==> src/rtl/irqd_pkg.sv <==
package irqd_pkg;
  localparam int ID_W     = 10;
  localparam logic [ID_W-1:0] SPURIOUS_ID = 10'd1023;
  localparam int SGI_N    = 16;
  localparam int PPI_N    = 5;
  localparam int PPI_BASE = 27;
  localparam int SPI_BASE = 32;

  typedef enum logic [2:0] {
    SEL_PRIO   = 3'd0,
    SEL_ENABLE = 3'd1,
    SEL_TARGET = 3'd2,
    SEL_TRIG   = 3'd3,
    SEL_SGI    = 3'd4,
    SEL_IFACE  = 3'd5
  } cfgSel_e;

  // per-core strobes from control to datapath
  typedef struct packed {
    logic             ack;
    logic             eoi;
    logic [ID_W-1:0]  eoiId;
    logic [SGI_N-1:0] sgiSet;
  } coreStrobe_t;
endpackage

==> src/rtl/irqd_ctrl.sv <==
module irqd_ctrl
  import irqd_pkg::*;
#(
  parameter int NUM_CORES = 2,
  parameter int NUM_SPI   = 8,
  parameter int PRIO_W    = 4,
  localparam int CORE_W   = (NUM_CORES > 1) ? $clog2(NUM_CORES) : 1,
  localparam int SPI_IW   = (NUM_SPI > 1) ? $clog2(NUM_SPI) : 1
) (
  input  logic clk,
  input  logic rstN,
  input  logic cfgWe,
  input  logic [CORE_W-1:0] cfgCore,
  input  logic [2:0] cfgSel,
  input  logic [ID_W-1:0] cfgId,
  input  logic [7:0] cfgData,
  input  logic [NUM_CORES-1:0] ackReq,
  input  logic [NUM_CORES-1:0] eoiReq,
  input  logic [NUM_CORES*ID_W-1:0] eoiIdIn,
  output coreStrobe_t [NUM_CORES-1:0] stb,
  output logic [NUM_CORES-1:0] ifaceEn,
  output logic [NUM_CORES-1:0][SGI_N-1:0][PRIO_W-1:0] sgiPrio,
  output logic [NUM_CORES-1:0][SGI_N-1:0] sgiEn,
  output logic [NUM_CORES-1:0][PPI_N-1:0][PRIO_W-1:0] ppiPrio,
  output logic [NUM_CORES-1:0][PPI_N-1:0] ppiEn,
  output logic [NUM_SPI-1:0][PRIO_W-1:0] spiPrio,
  output logic [NUM_SPI-1:0] spiEn,
  output logic [NUM_SPI-1:0][NUM_CORES-1:0] spiTarget,
  output logic [NUM_SPI-1:0] spiEdge
);
  localparam logic [ID_W-1:0] ID_SGI_END = ID_W'(SGI_N);
  localparam logic [ID_W-1:0] ID_PPI_LO  = ID_W'(PPI_BASE);
  localparam logic [ID_W-1:0] ID_SPI_LO  = ID_W'(SPI_BASE);
  localparam logic [ID_W-1:0] ID_SPI_END = ID_W'(SPI_BASE + NUM_SPI);

  logic inSgi, inPpi, inSpi, coreOk;
  logic [2:0] ppiIdx;
  logic [SPI_IW-1:0] spiIdx;
  logic [ID_W-1:0] spiOff;

  assign inSgi  = cfgId < ID_SGI_END;
  assign inPpi  = (cfgId >= ID_PPI_LO) && (cfgId < ID_SPI_LO);
  assign inSpi  = (cfgId >= ID_SPI_LO) && (cfgId < ID_SPI_END);
  assign coreOk = 32'(cfgCore) < NUM_CORES;
  assign ppiIdx = cfgId[2:0] - 3'd3;
  assign spiOff = cfgId - ID_SPI_LO;
  assign spiIdx = spiOff[SPI_IW-1:0];

  always_ff @(posedge clk or negedge rstN) begin
    if (!rstN) begin
      ifaceEn   <= '0;
      sgiPrio   <= '0;
      sgiEn     <= '0;
      ppiPrio   <= '0;
      ppiEn     <= '0;
      spiPrio   <= '0;
      spiEn     <= '0;
      spiTarget <= '0;
      spiEdge   <= '0;
    end else if (cfgWe && coreOk) begin
      case (cfgSel_e'(cfgSel))
        SEL_PRIO: begin
          if (inSgi)      sgiPrio[cfgCore][cfgId[3:0]] <= cfgData[PRIO_W-1:0];
          else if (inPpi) ppiPrio[cfgCore][ppiIdx]     <= cfgData[PRIO_W-1:0];
          else if (inSpi) spiPrio[spiIdx]              <= cfgData[PRIO_W-1:0];
        end
        SEL_ENABLE: begin
          if (inSgi)      sgiEn[cfgCore][cfgId[3:0]] <= cfgData[0];
          else if (inPpi) ppiEn[cfgCore][ppiIdx]     <= cfgData[0];
          else if (inSpi) spiEn[spiIdx]              <= cfgData[0];
        end
        SEL_TARGET: if (inSpi) spiTarget[spiIdx] <= cfgData[NUM_CORES-1:0];
        SEL_TRIG:   if (inSpi) spiEdge[spiIdx]   <= cfgData[0];
        SEL_IFACE:  ifaceEn[cfgCore] <= cfgData[0];
        default: ;
      endcase
    end
  end

  // strobes: software interrupts go by receiver mask, so the writer's own core number plays no part
  for (genvar c = 0; c < NUM_CORES; c++) begin : g_stb
    assign stb[c].ack    = ackReq[c];
    assign stb[c].eoi    = eoiReq[c];
    assign stb[c].eoiId  = eoiIdIn[c*ID_W +: ID_W];
    assign stb[c].sgiSet = (cfgWe && cfgSel == SEL_SGI && inSgi && cfgData[c])
                           ? (SGI_N'(1) << cfgId[3:0]) : '0;
  end
endmodule

==> src/rtl/irqd_path.sv <==
module irqd_path
  import irqd_pkg::*;
#(
  parameter int NUM_CORES = 2,
  parameter int NUM_SPI   = 8,
  parameter int PRIO_W    = 4,
  localparam int CORE_W   = (NUM_CORES > 1) ? $clog2(NUM_CORES) : 1,
  localparam int SPI_IW   = (NUM_SPI > 1) ? $clog2(NUM_SPI) : 1
) (
  input  logic clk,
  input  logic rstN,
  input  coreStrobe_t [NUM_CORES-1:0] stb,
  input  logic [NUM_CORES-1:0] ifaceEn,
  input  logic [NUM_CORES-1:0][SGI_N-1:0][PRIO_W-1:0] sgiPrio,
  input  logic [NUM_CORES-1:0][SGI_N-1:0] sgiEn,
  input  logic [NUM_CORES-1:0][PPI_N-1:0][PRIO_W-1:0] ppiPrio,
  input  logic [NUM_CORES-1:0][PPI_N-1:0] ppiEn,
  input  logic [NUM_SPI-1:0][PRIO_W-1:0] spiPrio,
  input  logic [NUM_SPI-1:0] spiEn,
  input  logic [NUM_SPI-1:0][NUM_CORES-1:0] spiTarget,
  input  logic [NUM_SPI-1:0] spiEdge,
  input  logic [NUM_SPI-1:0] spiIn,
  input  logic [NUM_CORES-1:0][PPI_N-1:0] ppiLines,
  input  logic [NUM_CORES-1:0] legacyIrq,
  output logic [NUM_CORES-1:0] coreIrq,
  output logic [NUM_CORES-1:0][ID_W-1:0] coreIrqId,
  output logic [NUM_CORES-1:0][ID_W-1:0] ackId
);
  localparam logic [ID_W-1:0] ID_SGI_END = ID_W'(SGI_N);
  localparam logic [ID_W-1:0] ID_PPI_LO  = ID_W'(PPI_BASE);
  localparam logic [ID_W-1:0] ID_SPI_LO  = ID_W'(SPI_BASE);
  localparam logic [ID_W-1:0] ID_SPI_END = ID_W'(SPI_BASE + NUM_SPI);

  logic [NUM_CORES-1:0][SGI_N-1:0] sgiPend, sgiAct, sgiPendN, sgiActN, sgiAckClr;
  logic [NUM_CORES-1:0][PPI_N-1:0] ppiPend, ppiAct, ppiPendN, ppiActN;
  logic [NUM_SPI-1:0] spiPend, spiAct, spiPrev, spiPendN, spiActN, spiAckClr;
  logic [NUM_SPI-1:0][CORE_W-1:0] spiOwner, spiOwnerN;
  logic [NUM_SPI-1:0][NUM_CORES-1:0] spiRoute;
  logic [NUM_CORES-1:0] idle, deliver;
  logic [NUM_CORES-1:0][ID_W-1:0] bestId;

  // a core is idle when it owns no active source
  always_comb begin
    for (int c = 0; c < NUM_CORES; c++) begin
      idle[c] = !(|sgiAct[c]) && !(|ppiAct[c]);
      for (int j = 0; j < NUM_SPI; j++)
        if (spiAct[j] && spiOwner[j] == CORE_W'(c)) idle[c] = 1'b0;
    end
  end

  // 1-of-N: lowest-numbered idle target with an enabled interface
  always_comb begin
    logic taken;
    spiRoute = '0;
    for (int j = 0; j < NUM_SPI; j++) begin
      taken = 1'b0;
      for (int c = 0; c < NUM_CORES; c++)
        if (!taken && spiTarget[j][c] && idle[c] && ifaceEn[c]) begin
          spiRoute[j][c] = 1'b1;
          taken = 1'b1;
        end
    end
  end

  for (genvar g = 0; g < NUM_CORES; g++) begin : g_core
    logic fnd;
    logic [PRIO_W-1:0] bP;
    logic [ID_W-1:0] bId;
    logic [ID_W-1:0] ackIdR;

    // ascending scan with strict compare: ties keep the lower number
    always_comb begin
      fnd = 1'b0;
      bP  = '1;
      bId = SPURIOUS_ID;
      for (int i = 0; i < SGI_N; i++)
        if (sgiPend[g][i] && !sgiAct[g][i] && sgiEn[g][i] && (!fnd || sgiPrio[g][i] < bP)) begin
          fnd = 1'b1; bP = sgiPrio[g][i]; bId = ID_W'(i);
        end
      for (int i = 0; i < PPI_N; i++)
        if (ppiPend[g][i] && !ppiAct[g][i] && ppiEn[g][i] && (!fnd || ppiPrio[g][i] < bP)) begin
          fnd = 1'b1; bP = ppiPrio[g][i]; bId = ID_W'(PPI_BASE + i);
        end
      for (int j = 0; j < NUM_SPI; j++)
        if (spiPend[j] && !spiAct[j] && spiEn[j] && spiRoute[j][g] && (!fnd || spiPrio[j] < bP)) begin
          fnd = 1'b1; bP = spiPrio[j]; bId = ID_W'(SPI_BASE + j);
        end
    end

    assign deliver[g]   = ifaceEn[g] && idle[g] && fnd;
    assign bestId[g]    = bId;
    assign coreIrq[g]   = ifaceEn[g] ? deliver[g] : legacyIrq[g];
    assign coreIrqId[g] = deliver[g] ? bId : SPURIOUS_ID;
    assign ackId[g]     = ackIdR;

    always_ff @(posedge clk or negedge rstN) begin
      if (!rstN)          ackIdR <= SPURIOUS_ID;
      else if (stb[g].ack) ackIdR <= deliver[g] ? bId : SPURIOUS_ID;
    end

    AST_SPURIOUS_ACK: assert property (@(posedge clk) disable iff (!rstN)
      stb[g].ack && !deliver[g] |=> ackIdR == SPURIOUS_ID);
    AST_ACK_BUSY: assert property (@(posedge clk) disable iff (!rstN)
      stb[g].ack && deliver[g] |=> !deliver[g]);
  end

  // state transitions: end-of-interrupt first, then acknowledge
  always_comb begin
    logic [ID_W-1:0] id;
    logic [ID_W-1:0] off;
    logic [SPI_IW-1:0] sIdx;
    id = '0; off = '0; sIdx = '0;
    sgiActN = sgiAct; ppiActN = ppiAct; spiActN = spiAct; spiOwnerN = spiOwner;
    sgiAckClr = '0; spiAckClr = '0;
    for (int c = 0; c < NUM_CORES; c++) begin
      if (stb[c].eoi) begin
        id = stb[c].eoiId; off = id - ID_SPI_LO; sIdx = off[SPI_IW-1:0];
        if (id < ID_SGI_END) sgiActN[c][id[3:0]] = 1'b0;
        else if (id >= ID_PPI_LO && id < ID_SPI_LO) ppiActN[c][id[2:0] - 3'd3] = 1'b0;
        else if (id >= ID_SPI_LO && id < ID_SPI_END && spiOwner[sIdx] == CORE_W'(c))
          spiActN[sIdx] = 1'b0;
      end
      if (stb[c].ack && deliver[c]) begin
        id = bestId[c]; off = id - ID_SPI_LO; sIdx = off[SPI_IW-1:0];
        if (id < ID_SGI_END) begin
          sgiActN[c][id[3:0]] = 1'b1; sgiAckClr[c][id[3:0]] = 1'b1;
        end else if (id < ID_SPI_LO) begin
          ppiActN[c][id[2:0] - 3'd3] = 1'b1;
        end else begin
          spiActN[sIdx] = 1'b1; spiAckClr[sIdx] = 1'b1; spiOwnerN[sIdx] = CORE_W'(c);
        end
      end
    end
    for (int c = 0; c < NUM_CORES; c++) begin
      sgiPendN[c] = (sgiPend[c] & ~sgiAckClr[c]) | stb[c].sgiSet;
      ppiPendN[c] = ppiLines[c] & ~ppiActN[c];
    end
    for (int j = 0; j < NUM_SPI; j++)
      spiPendN[j] = spiEdge[j] ? ((spiPend[j] && !spiAckClr[j]) || (spiIn[j] && !spiPrev[j]))
                               : (spiIn[j] && !spiActN[j]);
  end

  always_ff @(posedge clk or negedge rstN) begin
    if (!rstN) begin
      sgiPend <= '0; sgiAct <= '0; ppiPend <= '0; ppiAct <= '0;
      spiPend <= '0; spiAct <= '0; spiPrev <= '0; spiOwner <= '0;
    end else begin
      sgiPend <= sgiPendN; sgiAct <= sgiActN; ppiPend <= ppiPendN; ppiAct <= ppiActN;
      spiPend <= spiPendN; spiAct <= spiActN; spiPrev <= spiIn; spiOwner <= spiOwnerN;
    end
  end

  for (genvar j = 0; j < NUM_SPI; j++) begin : g_spiChk
    AST_LEVEL_EXCL: assert property (@(posedge clk) disable iff (!rstN)
      $past(!spiEdge[j]) && spiAct[j] |-> !spiPend[j]);
  end

  for (genvar a = 0; a < NUM_CORES; a++) begin : g_pairA
    for (genvar b = a + 1; b < NUM_CORES; b++) begin : g_pairB
      AST_ONE_TAKER: assert property (@(posedge clk) disable iff (!rstN)
        !(deliver[a] && deliver[b] && bestId[a] == bestId[b] && bestId[a] >= ID_SPI_LO));
    end
  end
endmodule

==> src/rtl/irq_distributor.sv <==
module irq_distributor
  import irqd_pkg::*;
#(
  parameter int NUM_CORES = 2,
  parameter int NUM_SPI   = 8,
  parameter int PRIO_W    = 4,
  localparam int CORE_W   = (NUM_CORES > 1) ? $clog2(NUM_CORES) : 1
) (
  input  logic clk,
  input  logic rstN,
  input  logic [NUM_SPI-1:0] spiIn,
  input  logic [NUM_CORES-1:0] glbTimer,
  input  logic [NUM_CORES-1:0] legacyFiq,
  input  logic [NUM_CORES-1:0] privTimer,
  input  logic [NUM_CORES-1:0] wdogIrq,
  input  logic [NUM_CORES-1:0] legacyIrq,
  input  logic cfgWe,
  input  logic [CORE_W-1:0] cfgCore,
  input  logic [2:0] cfgSel,
  input  logic [9:0] cfgId,
  input  logic [7:0] cfgData,
  input  logic [NUM_CORES-1:0] ackReq,
  input  logic [NUM_CORES-1:0] eoiReq,
  input  logic [NUM_CORES*10-1:0] eoiIdIn,
  output logic [NUM_CORES-1:0] coreIrq,
  output logic [NUM_CORES*10-1:0] coreIrqId,
  output logic [NUM_CORES*10-1:0] ackId
);
  coreStrobe_t [NUM_CORES-1:0] stb;
  logic [NUM_CORES-1:0] ifaceEn;
  logic [NUM_CORES-1:0][SGI_N-1:0][PRIO_W-1:0] sgiPrio;
  logic [NUM_CORES-1:0][SGI_N-1:0] sgiEn;
  logic [NUM_CORES-1:0][PPI_N-1:0][PRIO_W-1:0] ppiPrio;
  logic [NUM_CORES-1:0][PPI_N-1:0] ppiEn;
  logic [NUM_SPI-1:0][PRIO_W-1:0] spiPrio;
  logic [NUM_SPI-1:0] spiEn, spiEdge;
  logic [NUM_SPI-1:0][NUM_CORES-1:0] spiTarget;
  logic [NUM_CORES-1:0][PPI_N-1:0] ppiLines;
  logic [NUM_CORES-1:0][ID_W-1:0] irqIdArr, ackIdArr;

  // private line order follows the fixed numbers 27..31
  for (genvar c = 0; c < NUM_CORES; c++) begin : g_ppi
    assign ppiLines[c] = {legacyIrq[c], wdogIrq[c], privTimer[c], legacyFiq[c], glbTimer[c]};
  end

  irqd_ctrl #(.NUM_CORES(NUM_CORES), .NUM_SPI(NUM_SPI), .PRIO_W(PRIO_W)) u_ctrl (
    .clk(clk), .rstN(rstN), .cfgWe(cfgWe), .cfgCore(cfgCore), .cfgSel(cfgSel),
    .cfgId(cfgId), .cfgData(cfgData), .ackReq(ackReq), .eoiReq(eoiReq), .eoiIdIn(eoiIdIn),
    .stb(stb), .ifaceEn(ifaceEn), .sgiPrio(sgiPrio), .sgiEn(sgiEn), .ppiPrio(ppiPrio),
    .ppiEn(ppiEn), .spiPrio(spiPrio), .spiEn(spiEn), .spiTarget(spiTarget), .spiEdge(spiEdge)
  );

  irqd_path #(.NUM_CORES(NUM_CORES), .NUM_SPI(NUM_SPI), .PRIO_W(PRIO_W)) u_path (
    .clk(clk), .rstN(rstN), .stb(stb), .ifaceEn(ifaceEn), .sgiPrio(sgiPrio), .sgiEn(sgiEn),
    .ppiPrio(ppiPrio), .ppiEn(ppiEn), .spiPrio(spiPrio), .spiEn(spiEn), .spiTarget(spiTarget),
    .spiEdge(spiEdge), .spiIn(spiIn), .ppiLines(ppiLines), .legacyIrq(legacyIrq),
    .coreIrq(coreIrq), .coreIrqId(irqIdArr), .ackId(ackIdArr)
  );

  assign coreIrqId = irqIdArr;
  assign ackId     = ackIdArr;
endmodule

==> config.mk <==
export PLATFORM = sky130hd
export DESIGN_NAME = irq_distributor
export DESIGN_NICKNAME = d
export VERILOG_FILES = /design/src/rtl/irqd_pkg.sv /design/src/rtl/irqd_ctrl.sv /design/src/rtl/irqd_path.sv /design/src/rtl/irq_distributor.sv
export SDC_FILE = /design/constraint.sdc
export NUM_CORES = 1
export LEC_CHECK = 0
export ABC_AREA = 0
export BUFFER_PORTS_ARGS = -buffer_cell sky130_fd_sc_hd__clkbuf_2
export CAP_MARGIN = 20
export CORE_UTILIZATION = 55
export DETAILED_ROUTE_END_ITERATION = 7
export PLACE_DENSITY = 0.72
export SETUP_SLACK_MARGIN = 0.4
export SLEW_MARGIN = 0
export SYNTH_ARGS = -nofsm -noshare
export SYNTH_HDL_FRONTEND = slang
export SYNTH_SLANG_ARGS = --single-unit
==> constraint.sdc <==
create_clock -name clk -period 62.2 [get_ports clk]
set_input_delay 6.22 -clock clk [delete_from_list [all_inputs] [get_ports clk]]
set_output_delay 6.22 -clock clk [all_outputs]
set_load 0.05 [all_outputs]
==> After elaboration in Yosys (flattened, before gate mapping) <==
Index checks and enable logic that the tools add are counted.
{ "word_totals": {"ff_bits": 412, "input_bits": 67, "out_inout_bits": 42} }
{ "classes": {"add_sub_neg": 10, "n_lt_le_gt_ge": 107, "n_eq_ne": 5, "n_shift": 1, "n_mux": 329, "bitwise_logic": 43, "reduce_logical": 508} }
{ "op_table": {"columns": ["cell", "n"], "rows": [
  ["two-way mux 10 bit", 60],
  ["logical AND 1 bit", 288],
  ["two-way mux 16 bit", 15],
  ["two-way mux 4 bit", 59],
  ["less-than comparator 4 bit", 56],
  ["two-way mux 8 bit", 26],
  ["logical NOT 1 bit", 142],
  ["bitwise mux 128 bit", 1],
  ["two-way mux 1 bit", 118],
  ["less-than comparator 10 x 6 -> 1 bit (second input constant)", 8],
  ["two-way mux 5 bit", 13],
  ["AND 16 bit", 4],
  ["bitwise mux 32 bit", 2],
  ["demux 64 bit (select 1 bit)", 1],
  ["logical OR 1 bit", 64],
  ["two-way mux 64 bit", 1],
  ["inverter 16 bit", 4],
  ["bitwise OR 16 bit", 4],
  ["less-than comparator 10 x 5 -> 1 bit (second input constant)", 5],
  ["bitwise mux 40 bit", 1],
  ["less-than comparator 3 x 4 -> 1 bit (second input constant)", 10],
  ["bitwise OR 8 bit", 4],
  ["OR reduction 16 bit", 2],
  ["demux 1 bit (select 3 bit)", 10],
  ["other kinds (40)", 105]
]} }

==> Depth between registers and ports, before layout <==
Gate-level depths: netlist of run 1.
{ "depth": {"word_depth": 137, "depth_mapped": 228, "depth_no_buf": 220} }

==> By module <==
From an unflattened synthesis of run 1, not the netlist that was laid out.
{ "hier_totals": {"hier_cells": 3400, "hier_area_um2": 30172.7} }
{ "by_module_without_submodules": {"columns": ["mod", "n_inst", "cells_per_inst", "area_per_inst_um2"], "rows": [
  ["irqd_path", 1, 2507, 18377.6],
  ["irqd_ctrl", 1, 893, 11795.1]
]} }

==> Worst setup path before layout of run 1 <==
No wires, ideal clock.
{ "synth_path": {"kind": "register to output", "startpoint": "register u_path.sgiAct[0] (netlist bit)", "endpoint": "output coreIrqId[3]", "arrival_ps": 38874, "setup_slack_ps": 17106, "path_stages_with_launch": 217, "cell_sequence": "dfrtp_1 nand3b_1 nor2_1 ha_1 nand3_1 o211ai_1 a21oi_1 a22oi_1 inv_1 ha_1 and2_1 o21ai_0 nor3_1 or2_1 buf_2 mux2i_1 ha_1 and3_1 [181 not listed] nor2_4 nor2_1 a21oi_1 ha_1 a21oi_1 and3_1 nor3b_1 and3b_1 nand2b_1 buf_2 nand2_1 o21ai_0 ha_1 o21a_1 o21ai_0 o31a_1 buf_2 o31ai_1"} }
{ "synth_between": {"elab_chain_len": 118, "elab_cells_between_ends": 247, "classes_between": "28 x order compare; 103 x mux; 116 x reduce/logical"} }
{ "synth_rtl": {"columns": ["item", "line_no", "rtl"], "rows": [
  ["from (decl)", "irqd_path.sv:34", "logic [NUM_CORES-1:0][SGI_N-1:0] sgiPend, sgiAct, sgiPendN, sgiActN, sgiAckClr;"],
  ["from (signal assigned)", "irqd_path.sv:148", "sgiPend <= sgiPendN; sgiAct <= sgiActN; ppiPend <= ppiPendN; ppiAct <= ppiActN;"],
  ["logical NOT 1 bit", "irqd_path.sv:77", "if (sgiPend[g][i] && !sgiAct[g][i] && sgiEn[g][i] && (!fnd || sgiPrio[g][i] < bP)) begin"],
  ["logical AND 1 bit (2 in series)", "irqd_path.sv:77", null],
  ["two-way mux 4 bit or two-way mux 1 bit (tied branches)", "irqd_path.sv:77", null],
  ["less-than comparator 4 bit or logical NOT 1 bit (tied branches)", "irqd_path.sv:77", null],
  ["logical OR 1 bit", "irqd_path.sv:77", null],
  ["logical AND 1 bit", "irqd_path.sv:77", null],
  ["two-way mux 4 bit or two-way mux 1 bit (tied branches)", "irqd_path.sv:77", null],
  ["less-than comparator 4 bit or logical NOT 1 bit (tied branches)", "irqd_path.sv:77", null],
  ["[101 not listed]", null, null],
  ["logical AND 1 bit", "irqd_path.sv:85", "if (spiPend[j] && !spiAct[j] && spiEn[j] && spiRoute[j][g] && (!fnd || spiPrio[j] < bP)) begin"],
  ["two-way mux 4 bit or two-way mux 1 bit (tied branches)", "irqd_path.sv:85", null],
  ["less-than comparator 4 bit or logical NOT 1 bit (tied branches)", "irqd_path.sv:85", null],
  ["logical OR 1 bit", "irqd_path.sv:85", null],
  ["logical AND 1 bit", "irqd_path.sv:85", null],
  ["two-way mux 1 bit", "irqd_path.sv:85", null],
  ["logical AND 1 bit", "irqd_path.sv:90", "assign deliver[g] = ifaceEn[g] && idle[g] && fnd;"],
  ["two-way mux 10 bit *", "irqd_path.sv:93", "assign coreIrqId[g] = deliver[g] ? bId : SPURIOUS_ID;"],
  ["to (decl)", "irq_distributor.sv:26", "output logic [NUM_CORES*10-1:0] coreIrqId,"]
]} }
Mark *: on every way between the ends. The rest lies on a longest branch, timed or not.

==> Worst setup path after layout of run 1 <==
{ "layout_path": {"startpoint": "register u_path.sgiAct[0] (netlist bit)", "endpoint": "output coreIrqId[1]"} }
Same word-level chain as after synthesis.

==> flow_summary.toml, run 1 <==
[routing]
vias = 27260
totalWireLength_mm = 92.72
first_pass_iters = 6
wire_per_inst_um = 22.09
drcViolationCount = 0
vias_per_cell = 6.495
drtAntennaViolNets = 0
drt_iter0_drc = 2512

[worst_setup_path]
setup.worst_path.class = "reg2out"
slowest_delay_ps = 680
arrival_ps = 47190
cp.required_ps = 55980
end_kind = "output pin"
cpMostUsedCell = "ha_1"
crit_fanout = 19
crit_path_start_kind = "flop"
cp_slowest_cell = "a211oi_4"

[yosys]
synth_flop_cell = "dfrtp_1"
synth-edff-count = 0
synth_area_um2 = 29380
synthesis.instances = 3392
synth_top_family_by_area = "simple AND/OR/NAND/NOR gates"
ys_top_cells_by_area = "dfrtp_1 (33%), mux2_2 (11%), ha_1 (5.7%)"
synthAdderAreaFrac_pct = 6.218
async_reset_ff_share_pct = 100.0
synthSimpleGateAreaFrac_pct = 21.32
synth.yosys.seq_area_share_pct = 34.64
synth_area_leader_cell = "dfrtp_1"
synth_seq_cells = 406
synth_xor_area_share_pct = 0.5962
synth.lib_cells_used.distinct = 115
synth.area.mux_share_pct = 12.76
synth_top_area_share_pct = 33.39
yosysWarnings = 0
synth_nets = 3593
avgSynthCellArea_um2 = 8.662
synth_compound_area_share_pct = 20.63

[clock_tree]
cts_root_buffer = "clkbuf_16"
postCtsHoldBufs = 0
clock_latency_ps = 620
cts_resized = 0
clkTransAtPathRegs_ps = 60
post_cts_buffers = 0
cts.htree.levels = 2
cts-buffers-inserted = 48
tritoncts = "yes"
cts_buffer_depth = 3
cts_num_sinks = 406

[placement]
place.port_buffers = 104
gp_congestion = 0.9480
place_area_um2 = 30510
hpwl_mm = 69.89

[final_layout]
layout_common_cells = "nand2_1 (433), dfrtp_1 (392), nor2_1 (325)"
drive_gt1_share_pct = 16.68
final_cell_area_um2 = 32160
final_common_cell = "nand2_1"
seq_area_um2 = 10180
fillers = 4515
fin_nets = 3668
area_growth_pct = 9.471
multi_input_area_um2 = 18090

[floorplanning]
die_height_um = 233.1
initial_core_util_pct = 55.80
core_um2 = 52660
row_count = 84
ios = 109
die_w_um = 233.1
fp.dieArea_um2 = 54350

[global_routing]
grt_pass1_wl_mm = 146.9
first_global_vias = 26650
grt_overflow_total = 0
antenna_found_initial = 3
grt_max_degree = 80
grt.total_usage_pct = 34.43

[pwr]
power.density_nw_per_um2 = 18.20
ir_worst_vdd_uv = 36.76
total_leakage_power_uw = 0.01560

[sta]
tightestPinTransition_ps = 1023
final.setup.tns_ps = 0
drv_slew = 0
setup_viol = 0
fmax_mhz = 18.72
finalHoldViolCount = 0
rsz0062_at_grt = "false"
finalCritPeriodShare_pct = 85.87
min_period_ps = 53410
relSlewSlack_pct = 31.22
finClkSkew_ps = 25.18

[worst_hold_path]
hp-class = "reg2reg"

[run_status]
outcome = "complete, no violations"

[job]
cap_viol_max_count = 0
## worst paths after layout
kind	start	end	slack (ps)	cells after the start
setup / recovery	u_path.sgiAct[0]$_DFF_PN0_	coreIrqId[1]	8790	218
hold / removal	u_path.g_core[1].ackIdR[4]$_DFFE_PN1P_	u_path.g_core[1].ackIdR[4]$_DFFE_PN1P_	490	2
setup reg to reg	u_path.sgiAct[0]$_DFF_PN0_	u_path.sgiPend[7]$_DFF_PN0_	15520	218
hold reg to reg	u_path.g_core[1].ackIdR[4]$_DFFE_PN1P_	u_path.g_core[1].ackIdR[4]$_DFFE_PN1P_	490	2
max in group asynchronous	rstN	u_ctrl.sgiPrio[109]$_DFFE_PN0P_	53930	4
min in group asynchronous	rstN	u_ctrl.sgiPrio[45]$_DFFE_PN0P_	5610	1
## critical path: cells and delay by family, from the launching register on
family,cells,cell delay (ps)
adder cells (fa/ha/maj),28,7590
AND/OR/NAND/NOR,80,13790
AO/OA/AOI/OAI,75,18680
flip-flops,1,410
buffers and inverters,21,1950
multiplexers,14,4030
## cells in the mapped netlist, types with 55 or more instances
cell type / n
a21o_1: 59
nor3_1: 68
mux2_2: 278
mux2i_1: 55
clkbuf_1: 80
nor2_1: 325
nand3_1: 109
inv_1: 185
nand2_1: 433
a21oi_1: 158
o21ai_0: 238
ha_1: 134
dfrtp_1: 392
## metrics by stage
step	std cells	setup slack (ps)	total power (µW)	util (%)	hold slack [ps]
6_report	4197	8788	585.3	61.08	486.0
5_1_grt	4197	4987	601.6	61.08	511.0
4_1_cts	4194	9482	589.3	61.02	486.3
3_5_place_dp	4104	10460	297.9	57.95	472.5
3_3_place_gp	4104	11120	297.2	57.95	465.7
2_1_floorplan	3392	17110	281.6	-	449.0
## final cells by class
class	instances	share of cell area, %
multi-input combinational	2700	56.26
sequential	406	31.64
clock buffer	72	4.330
tap	688	2.676
timing repair buffer	125	2.210
inverter	186	2.171
clock inverter	18	0.7002
antenna	2	0.01556
## where the power goes
group | switching, µW | internal (µW) | leakage, µW | total [µW]
combinational | 20.9 | 5.77 | 0.00952 | 26.7
clock | 123 | 169 | 0.000770 | 292
sequential | 1.30 | 266 | 0.00531 | 267
## sequential cells by signal, summed over array words and instances, names as in the netlist, 8 cells and up
register and count:
u_path.ppiPend 10, u_path.sgiPend 32, u_ctrl.sgiEn 32, u_ctrl.ppiEn 10, u_path.spiAct 8, u_ctrl.spiEn 8, u_ctrl.spiPrio 32, u_path.spiPend 8
u_ctrl.spiEdge 8, u_path.sgiAct 32, u_ctrl.sgiPrio 128, u_path.spiPrev 8, u_path.spiOwner 8, u_path.ppiAct 10, u_path.g_core.ackIdR 14, u_ctrl.spiTarget 16
u_ctrl.ppiPrio 40
## routing by layer
| layer | up-vias | track usage (%) | share of wire (%) |
|---|---|---|---|
| met5 | - | 0 | 0.0097 |
| met4 | 2 | 17.52 | 5.4 |
| met3 | 241 | 4.761 | 6.7 |
| met2 | 1122 | 55.35 | 46 |
| met1 | 13400 | 45.24 | 42 |
| li1 | 12500 | - | - |
## kinds of logic after synthesis
logic type / Yosys count
AO/OA/AOI/OAI: 889
multiplexers: 337
XOR/XNOR: 20
AND/OR/NAND/NOR: 1305
flip-flops: 406
adder cells (fa/ha/maj): 149
buffers and inverters: 286
Power figures use the tool's default switching activity.
==> run 2, diff against run 1 <==
- BUFFER_PORTS_ARGS: -buffer_cell sky130_fd_sc_hd__clkbuf_2 -> -buffer_cell sky130_fd_sc_hd__buf_2
==> flow_summary.toml, run 2 (synthesized netlist as in run 1, its figures left out) <==
[run_status]
outcome = "complete, no violations"

[global_routing]
grt_max_degree = 168
first_global_vias = 25980
grt.total_usage_pct = 33.95
grt_overflow_total = 0
antenna_found_initial = 7
grt_pass1_wl_mm = 144.8

[clock_tree]
cts_resized = 0
cts_buffer_depth = 3
tritoncts = "yes"
cts-buffers-inserted = 46
postCtsHoldBufs = 0
cts_root_buffer = "clkbuf_16"
post_cts_buffers = 0
clock_latency_ps = 610
cts.htree.levels = 2
cts_num_sinks = 406
clkTransAtPathRegs_ps = 60

[final_layout]
layout_common_cells = "nand2_1 (433), dfrtp_1 (392), nor2_1 (325)"
finalNonFillerCells = 4189
final_util_pct = 60.97
area_growth_pct = 9.275
fin_nets = 3662
reg_top3 = "u_ctrl.sgiPrio (128), u_ctrl.ppiPrio (40)"
drive_gt1_share_pct = 16.67
final_common_cell = "nand2_1"
regMostFlops = "u_ctrl.sgiPrio"
largest_reg_flops = 128

[routing]
totalWireLength_mm = 92.29
drt_iter0_drc = 2597
drcViolationCount = 0
wire_per_inst_um = 22.03
drtAntennaViolNets = 0
vias_per_cell = 6.460
first_pass_iters = 6
vias = 27060

[sta]
tightestPinTransition_ps = 1132
finalHoldViolCount = 0
worst_hold_slack_ps = 484.1
setup_viol = 0
relSlewSlack_pct = 24.02
final.setup.tns_ps = 0
finalCritPeriodShare_pct = 86.33
finClkSkew_ps = 30.73
fmax_mhz = 18.62
min_period_ps = 53690
drv_slew = 0
rsz0062_at_grt = "false"

[pwr]
total_power_uw = 583.4
p_int_uw = 441.9
combPwrFrac_pct = 4.5
total_leakage_power_uw = 0.01552
power.density_nw_per_um2 = 18.17
power_frac_seq_pct = 45.8
ir_worst_vdd_uv = 20.15
power.share.switching_pct = 24.26
p_switching_uw = 141.5
clockPowerShare_pct = 49.7

[floorplanning]
fp.dieArea_um2 = 54350
ios = 109
die_w_um = 233.1
row_count = 84
core_um2 = 52660
die_height_um = 233.1
initial_core_util_pct = 55.80

[worst_hold_path]
hp-class = "reg2reg"

[placement]
hpwl_mm = 68.63
place_inst = 4101
gp_congestion = 0.9798
place.port_buffers = 104

[worst_setup_path]
arrival_ps = 47470
cpMostUsedCell = "ha_1"
cp_slowest_cell = "o31a_1"
crit_fanout = 19
setup.worst_path.class = "reg2out"
crit_path_start_kind = "flop"
cp.required_ps = 55980
end_kind = "output pin"
slowest_delay_ps = 690

[job]
cap_viol_max_count = 0
[run 2: area by class of cell]
type	instances	area, µm²
diodes	4	10.01
clock buffers	64	1329
clock inverters	20	264.0
fillers	4595	20550
inverters	186	698.2
multi-input cells	2700	18090
flip-flops and latches	406	10180
well taps	688	860.8
repair buffers	121	673.1
[run 2: worst paths after layout]
check,endpoint,cells after the start,slack [ps],start
worst max register to register,u_path.sgiPend[3]$_DFF_PN0_,214,15210,u_path.sgiAct[0]$_DFF_PN0_
max in group asynchronous,u_ctrl.sgiPrio[110]$_DFFE_PN0P_,3,54200,rstN
worst min register to register,u_path.sgiPend[17]$_DFF_PN0_,2,480,u_path.sgiPend[17]$_DFF_PN0_
worst max-delay path,coreIrqId[1],214,8510,u_path.sgiAct[0]$_DFF_PN0_
worst min-delay path,u_path.sgiPend[17]$_DFF_PN0_,2,480,u_path.sgiPend[17]$_DFF_PN0_
min in group asynchronous,u_ctrl.ppiPrio[9]$_DFFE_PN0P_,1,5690,rstN
[run 2: per-stage QoR]
stage | cell area [µm²] | setup slack [ps]
floorplan | 29380 | 17110
global placement | 30500 | 10950
detailed placement | 30500 | 10170
CTS | 32100 | 9244
global route | 32110 | 4585
finish | 32110 | 8505
[run 2: worst max-delay path: cells and delay by family (launching register included)]
kind,cells,cell delay [ps]
AO/OA/AOI/OAI,72,19120
AND/OR/NAND/NOR,79,13720
adder cells (fa/ha/maj),28,7500
multiplexers,14,4120
buffers and inverters,21,1900
flip-flops,1,410
[run 2: power by group through the flow]
stage               clock network, µW  registers, µW  logic, µW
floorplan                           0            271       10.6
detailed placement                  0            272       26.2
global route                      305            267       28.6
global placement                    0            272       25.6
finish                            290            267       26.4
CTS                               294            267       26.3
[run 2: routing by layer]
layer  global-route usage (%)  share of wire (%)  vias up
met1                    46.26                 43    13240
met5                        0              0.043        -
met3                    4.993                7.2      222
li1                         -                  -    12480
met2                    53.06                 45     1120
met4                    15.93                4.8        6
